===== src/rtl/aud_rx_pkg.sv =====
package aud_rx_pkg;

  typedef enum logic [1:0] {
    FMT_DELAYED = 2'd0,
    FMT_LALIGN  = 2'd1,
    FMT_RALIGN  = 2'd2,
    FMT_LALIGN2 = 2'd3
  } aud_fmt_e;

  localparam int unsigned AUD_SHORT_W = 16;
  localparam int unsigned AUD_LONG_W  = 32;

endpackage


===== src/rtl/aud_sync.sv =====
module aud_sync #(
  parameter int unsigned STAGES = 2,
  parameter int unsigned WIDTH  = 3
) (
  input  logic             clk,
  input  logic             rst_n,
  input  logic [WIDTH-1:0] d,
  output logic [WIDTH-1:0] q
);

  logic [STAGES-1:0][WIDTH-1:0] chain;

  generate
    if (STAGES == 1) begin : g_one
      always_ff @(posedge clk) begin
        if (!rst_n) chain <= '0;
        else        chain <= d;
      end
    end else begin : g_many
      always_ff @(posedge clk) begin
        if (!rst_n) chain <= '0;
        else        chain <= {chain[STAGES-2:0], d};
      end
    end
  endgenerate

  assign q = chain[STAGES-1];

endmodule


===== src/rtl/aud_bit_tap.sv =====
module aud_bit_tap (
  input  logic clk,
  input  logic rst_n,
  input  logic sck_s,
  input  logic ws_s,
  input  logic sd_s,
  output logic bit_stb,
  output logic bit_ws,
  output logic bit_sd
);

  logic sck_d;
  logic sck_rise;

  assign sck_rise = sck_s & ~sck_d;

  always_ff @(posedge clk) begin
    if (!rst_n) begin
      sck_d   <= 1'b0;
      bit_stb <= 1'b0;
      bit_ws  <= 1'b0;
      bit_sd  <= 1'b0;
    end else begin
      sck_d   <= sck_s;
      bit_stb <= sck_rise;
      if (sck_rise) begin
        bit_ws <= ws_s;
        bit_sd <= sd_s;
      end
    end
  end

  // a rising edge needs a low sample first, so strobes never touch
  p_strobe_spaced_r2: assert property (@(posedge clk) disable iff (!rst_n)
    bit_stb |=> !bit_stb);

endmodule


===== src/rtl/aud_deser.sv =====
module aud_deser
  import aud_rx_pkg::*;
#(
  parameter int unsigned SHORT_W = AUD_SHORT_W,
  parameter int unsigned LONG_W  = AUD_LONG_W
) (
  input  logic              clk,
  input  logic              rst_n,
  input  logic [1:0]        fmt,
  input  logic              wl32,
  input  logic              bit_stb,
  input  logic              bit_ws,
  input  logic              bit_sd,
  output logic              word_done,
  output logic              word_left,
  output logic [LONG_W-1:0] word_data
);

  localparam int unsigned MAX_W = LONG_W;
  localparam int unsigned CNT_W = $clog2(MAX_W + 1);

  function automatic logic [CNT_W-1:0] word_len(input logic long_sel);
    return long_sel ? CNT_W'(LONG_W) : CNT_W'(SHORT_W);
  endfunction

  function automatic logic [MAX_W-1:0] low_mask(input logic [CNT_W-1:0] n);
    logic [MAX_W-1:0] m;
    m = '0;
    for (int i = 0; i < MAX_W; i++) m[i] = (CNT_W'(i) < n);
    return m;
  endfunction

  function automatic logic [MAX_W-1:0] put_bit(input logic b, input logic [CNT_W-1:0] pos);
    return {{(MAX_W-1){1'b0}}, b} << pos;
  endfunction

  logic             is_delayed, is_ralign;
  logic [CNT_W-1:0] wlen;
  logic             ws_d1;
  logic             seen_one;
  logic             eff_ws, eff_ok, eff_left;
  logic             eff_last, eff_seen;
  logic             slot_boundary;
  logic             slot_open, slot_left;
  logic [CNT_W-1:0] cnt;
  logic [MAX_W-1:0] acc;
  logic [MAX_W-1:0] hist;
  logic [MAX_W-1:0] finished;

  assign is_delayed = (fmt == FMT_DELAYED);
  assign is_ralign  = (fmt == FMT_RALIGN);
  assign wlen       = word_len(wl32);

  // the delayed format sees word select one bit late
  assign eff_ws   = is_delayed ? ws_d1 : bit_ws;
  assign eff_ok   = is_delayed ? seen_one : 1'b1;
  assign eff_left = is_delayed ? ~eff_ws : eff_ws;

  assign slot_boundary = bit_stb & eff_ok & eff_seen & (eff_ws != eff_last);
  assign finished      = is_ralign ? (hist & low_mask(wlen)) : acc;

  always_ff @(posedge clk) begin
    if (!rst_n) begin
      ws_d1     <= 1'b0;
      seen_one  <= 1'b0;
      eff_last  <= 1'b0;
      eff_seen  <= 1'b0;
      slot_open <= 1'b0;
      slot_left <= 1'b0;
      cnt       <= '0;
      acc       <= '0;
      hist      <= '0;
      word_done <= 1'b0;
      word_left <= 1'b0;
      word_data <= '0;
    end else begin
      word_done <= 1'b0;
      if (bit_stb) begin
        ws_d1    <= bit_ws;
        seen_one <= 1'b1;
        if (eff_ok) begin
          eff_last <= eff_ws;
          eff_seen <= 1'b1;
        end
        hist <= {hist[MAX_W-2:0], bit_sd};
        if (slot_boundary) begin
          word_done <= slot_open;
          word_left <= slot_left;
          word_data <= finished;
          slot_open <= 1'b1;
          slot_left <= eff_left;
          cnt       <= CNT_W'(1);
          acc       <= put_bit(bit_sd, wlen - CNT_W'(1));
        end else if (cnt < wlen) begin
          acc <= acc | put_bit(bit_sd, wlen - cnt - CNT_W'(1));
          cnt <= cnt + CNT_W'(1);
        end
      end
    end
  end

  // a finished word follows a bit strobe by one cycle
  p_done_after_strobe_r9: assert property (@(posedge clk) disable iff (!rst_n)
    word_done |-> $past(bit_stb));

  // a word is only handed on once a slot has been opened by an earlier boundary
  p_done_needs_open_r9: assert property (@(posedge clk) disable iff (!rst_n)
    word_done |-> slot_open);

  // short words never carry bits above the short width
  p_short_clean_r5: assert property (@(posedge clk) disable iff (!rst_n)
    (word_done && !wl32) |-> ((word_data & ~low_mask(CNT_W'(SHORT_W))) == '0));

endmodule


===== src/rtl/serial_audio_rx.sv =====
module serial_audio_rx
  import aud_rx_pkg::*;
#(
  parameter int unsigned SHORT_W     = AUD_SHORT_W,
  parameter int unsigned LONG_W      = AUD_LONG_W,
  parameter int unsigned SYNC_STAGES = 2
) (
  input  logic              clk,
  input  logic              rst_n,
  input  logic [1:0]        fmt,
  input  logic              wl32,
  input  logic              sck_in,
  input  logic              ws_in,
  input  logic              sd_in,
  output logic [LONG_W-1:0] left_out,
  output logic [LONG_W-1:0] right_out,
  output logic              pair_valid
);

  localparam int unsigned MAX_W = LONG_W;

  logic [2:0]       pins_s;
  logic             bit_stb, bit_ws, bit_sd;
  logic             word_done, word_left;
  logic [MAX_W-1:0] word_data;
  logic [MAX_W-1:0] left_hold;
  logic             have_left;

  aud_sync #(.STAGES(SYNC_STAGES), .WIDTH(3)) u_sync (
    .clk   (clk),
    .rst_n (rst_n),
    .d     ({sck_in, ws_in, sd_in}),
    .q     (pins_s)
  );

  aud_bit_tap u_tap (
    .clk     (clk),
    .rst_n   (rst_n),
    .sck_s   (pins_s[2]),
    .ws_s    (pins_s[1]),
    .sd_s    (pins_s[0]),
    .bit_stb (bit_stb),
    .bit_ws  (bit_ws),
    .bit_sd  (bit_sd)
  );

  aud_deser #(.SHORT_W(SHORT_W), .LONG_W(LONG_W)) u_deser (
    .clk       (clk),
    .rst_n     (rst_n),
    .fmt       (fmt),
    .wl32      (wl32),
    .bit_stb   (bit_stb),
    .bit_ws    (bit_ws),
    .bit_sd    (bit_sd),
    .word_done (word_done),
    .word_left (word_left),
    .word_data (word_data)
  );

  always_ff @(posedge clk) begin
    if (!rst_n) begin
      left_hold  <= '0;
      have_left  <= 1'b0;
      left_out   <= '0;
      right_out  <= '0;
      pair_valid <= 1'b0;
    end else begin
      pair_valid <= 1'b0;
      if (word_done) begin
        if (word_left) begin
          left_hold <= word_data;
          have_left <= 1'b1;
        end else if (have_left) begin
          left_out   <= left_hold;
          right_out  <= word_data;
          pair_valid <= 1'b1;
          have_left  <= 1'b0;
        end
      end
    end
  end

  p_pair_single_r8: assert property (@(posedge clk) disable iff (!rst_n)
    pair_valid |=> !pair_valid);

  p_pair_after_right_r8: assert property (@(posedge clk) disable iff (!rst_n)
    pair_valid |-> $past(word_done && !word_left));

  p_outputs_hold_r8: assert property (@(posedge clk) disable iff (!rst_n)
    !pair_valid |-> ($stable(left_out) && $stable(right_out)));

  generate
    if (LONG_W > SHORT_W) begin : g_upper_chk
      p_upper_zero_r5: assert property (@(posedge clk) disable iff (!rst_n)
        (pair_valid && !wl32) |->
          (left_out[LONG_W-1:SHORT_W] == '0 && right_out[LONG_W-1:SHORT_W] == '0));
    end
  endgenerate

endmodule


===== config.mk =====
export PLATFORM = sky130hd
export DESIGN_NAME = serial_audio_rx
export DESIGN_NICKNAME = d
export VERILOG_FILES = /design/src/rtl/aud_rx_pkg.sv /design/src/rtl/aud_sync.sv /design/src/rtl/aud_bit_tap.sv /design/src/rtl/aud_deser.sv /design/src/rtl/serial_audio_rx.sv
export SDC_FILE = /design/constraint.sdc
export NUM_CORES = 1
export LEC_CHECK = 0
export BUFFER_PORTS_ARGS = -buffer_cell sky130_fd_sc_hd__clkbuf_2
export CAP_MARGIN = 20
export CORE_ASPECT_RATIO = 0.75
export CORE_UTILIZATION = 50
export CTS_BUF_LIST = sky130_fd_sc_hd__clkbuf_4
export DETAILED_ROUTE_END_ITERATION = 16
export PLACE_DENSITY = 0.68
export SYNTH_ARGS = -nofsm -noshare
export SYNTH_HDL_FRONTEND = slang
export SYNTH_HIERARCHICAL = 1
export SYNTH_SLANG_ARGS = --single-unit

===== constraint.sdc =====
create_clock -name clk -period 3.2 [get_ports clk]
set_input_delay 0.32 -clock clk [delete_from_list [all_inputs] [get_ports clk]]
set_output_delay 0.32 -clock clk [all_outputs]
set_load 0.01 [all_outputs]

==> impl_metrics.toml <==
[synth]
synth-edff-count = 0
ys_seq_area_share_pct = 48.42
ys_ff_latch = 218
synth_top_area_cell = "dfxtp_1"
synthesis.area_sq_um = 9012
syn_nets = 974
synth_common_cells = "dfxtp_1 (218), nand2_1 (172), mux2i_1 (134)"
syn_avg_cell_area_sq_um = 9.359
synthArstFlopShare_pct = 0
synth_cells = 963
synth_warnings = 6
yosysMostFrequentCell = "dfxtp_1"
synth_flop_cell = "dfxtp_1"
synth_top_area_share_pct = 48.42
synth_cell_types = 48
yosys-top-cells-area = "dfxtp_1 (48%), mux2i_1 (15%), nand2_1 (7.2%)"

[cells_and_area]
syn2layout_area_growth_pct = 11.68
num-fill-cells = 1646
nets = 1034
drive_gt1_share_pct = 16.73
diodes = 0
final_util_pct = 57.00

[power]
power_density_nw_per_um2 = 496.6
total_leakage_power_nw = 3.788
ir_drop_mv = 0.2315

[global_route]
antenna_found_initial = 0
grt_usage_pct = 20.81
grt_pass1_wl_um = 31660
grt_max_degree = 106
grt_overflow = 0
grt_pass1_vias = 6465

[min_path]
hold_start = "rst_n"
hold_depth = 2
hp-class = "input pin to flip-flop"
holdPathEnd = "u_deser/word_data[8]"

[floorplan]
core_sq_um = 17660
initial_utilization_pct = 51.04
die_w_um = 157.0
row_count = 42
die_h_um = 118.3
pin_count = 73
dieArea_sq_um = 18570

[worst_setup_path]
critPathKind = "flip-flop to flip-flop"
r2r_cells = 4
r2r_start = "u_tap/bit_stb"
end_kind = "flip-flop"
startpoint_type = "flip-flop"
crit_fanout = 22
critPathRequiredTime_ns = 3.72
cp.arrival_ns = 2.71
rr_endpoint = "u_deser/word_data[9]"
r2r_slack_ns = 1.01

[timing]
fin_crit_sh_pct = 68.50
finalMaxSlewViolations = 0
hold_viol_final = 0
finalSetupViolations = 0
max-slew-margin-rel_pct = 29.89
post-route-min-period_ns = 2.192
skew_ns = 0.03066
hold_ws_ns = 0.08624
finalSetupTns_ns = 0
worst_slew_pin_slew_ns = 1.052
rsz0062_at_grt = "false"
fmaxAchievable_mhz = 456.2

[clock_tree]
cts_sinks = 218
cts_tree = "built"
cts_root_buf = "clkbuf_4"
clk_pin_slew_worst_paths_ns = 0.07
postCtsHoldBufs = 3
cts_made_buffers = 51
ctsResizeCount = 0
cts_buffer_depth = 3
cts_setup_buffers = 0
h-tree-depth = 2
clk_latency_ns = 0.63

[place]
gp_congestion = 0.8281
post-dp-hpwl_um = 11780
port_buffers = 72

[route]
via_count = 6755
routedWlPerCell_um = 14.37
drt_wl_total_um = 18590
drc = 0
first_pass_iters = 5
avgViaCountPerCell = 5.220
drtAntennaViolNets = 0
drtIter0Drc = 393

[status]
status = "finished clean"

[run]
drv_cap = 0
## power by group
group / internal, mW / switching, mW
Clock: 1.11 / 1.02
Combinational: 0.0430 / 0.0922
Sequential: 2.72 / 0.00668
Total: 3.87 / 1.12
## critical path, cell delays in order (launching register included)
cell and delay [ns]:
dfxtp_2 0.71, o31a_1 0.39, and2_1 0.58, o211ai_1 0.22, o211a_1 0.17
## routing by layer
| metal | vias up | share of wire [%] | wire (um) | track usage (%) |
|---|---|---|---|---|
| met5 | - | 0 | 0 | 0 |
| met3 | 27 | 4.8 | 892 | 4.694 |
| met1 | 3155 | 50 | 9323 | 30.16 |
| met4 | 0 | 1.4 | 269 | 6.796 |
| met2 | 157 | 44 | 8104 | 30.39 |
| li1 | 3416 | - | - | - |
## area by class of cell
class	count	area [sq um]	area share [%]
clock buffers	73	548.0	5.445
well taps	242	302.8	3.008
clock inverters	9	60.06	0.5967
multi-input cells	662	4247	42.19
repair buffers	86	524.3	5.209
inverters	4	15.01	0.1492
flip-flops and latches	218	4368	43.40
## placed cells by master, fill, tap and decap left out, types with 5 or more instances in the layout
cell and count:
nand3_1 36, mux2i_1 134, clkbuf_4 73, nor2b_1 37
buf_4 8, a21oi_1 59, dfxtp_1 215, and2_1 26
o211a_1 17, a21bo_1 28, nor2_1 59, clkbuf_2 71
nand2_1 172, and3_1 5, o21ai_0 19, clkinv_1 7
nor3_1 5, o211ai_1 16
## flip-flops by register name, summed over array words and instances (netlist names), 3 cells and up
register / count
u_sync/q: 3
u_sync/chain: 3
right_out: 32
u_deser/cnt: 6
left_hold: 32
left_out: 32
u_deser/word_data: 32
u_deser/hist: 32
u_deser/acc: 32
## how the worst max path moves through the flow
stage	start	cells after the start	slack, ns	end
5_1_grt	u_tap/bit_stb	5	0.86	u_deser/word_data[25]
3_5_place_dp	wl32	8	0.76	u_deser/acc[7]
2_1_floorplan	wl32	9	0.74	u_deser/acc[11]
6_report	u_tap/bit_stb	4	1.01	u_deser/word_data[9]
4_1_cts	u_tap/bit_stb	4	1.03	u_deser/word_data[10]
3_3_place_gp	wl32	8	0.82	u_deser/acc[7]
## metrics by stage
stage	cell area (sq um)	instances	power [mW]	setup WS [ns]
floorplan	9012	963	2.885	0.7365
global placement	9399	1208	2.914	0.8169
detailed placement	9399	1208	2.916	0.7588
CTS	10040	1293	5.056	1.033
global route	10060	1294	5.227	0.8645
finish	10060	1294	4.998	1.008
## logic make-up (layout without fill, tap and decap cells)
kind of cell | count (synthesis) | after routing | synth area share, %
and+or+nand+nor | 361 | 361 | 18.55
DFF | 218 | 218 | 48.42
AOI/OAI and AO/OA | 159 | 159 | 12.63
muxes | 134 | 134 | 14.88
buffers and inverters | 83 | 172 | 4.526
xor gates and xnor gates | 5 | 5 | 0.4860
adders and majority gates | 3 | 3 | 0.4998
No activity file was read; power rests on OpenSTA's default activity.
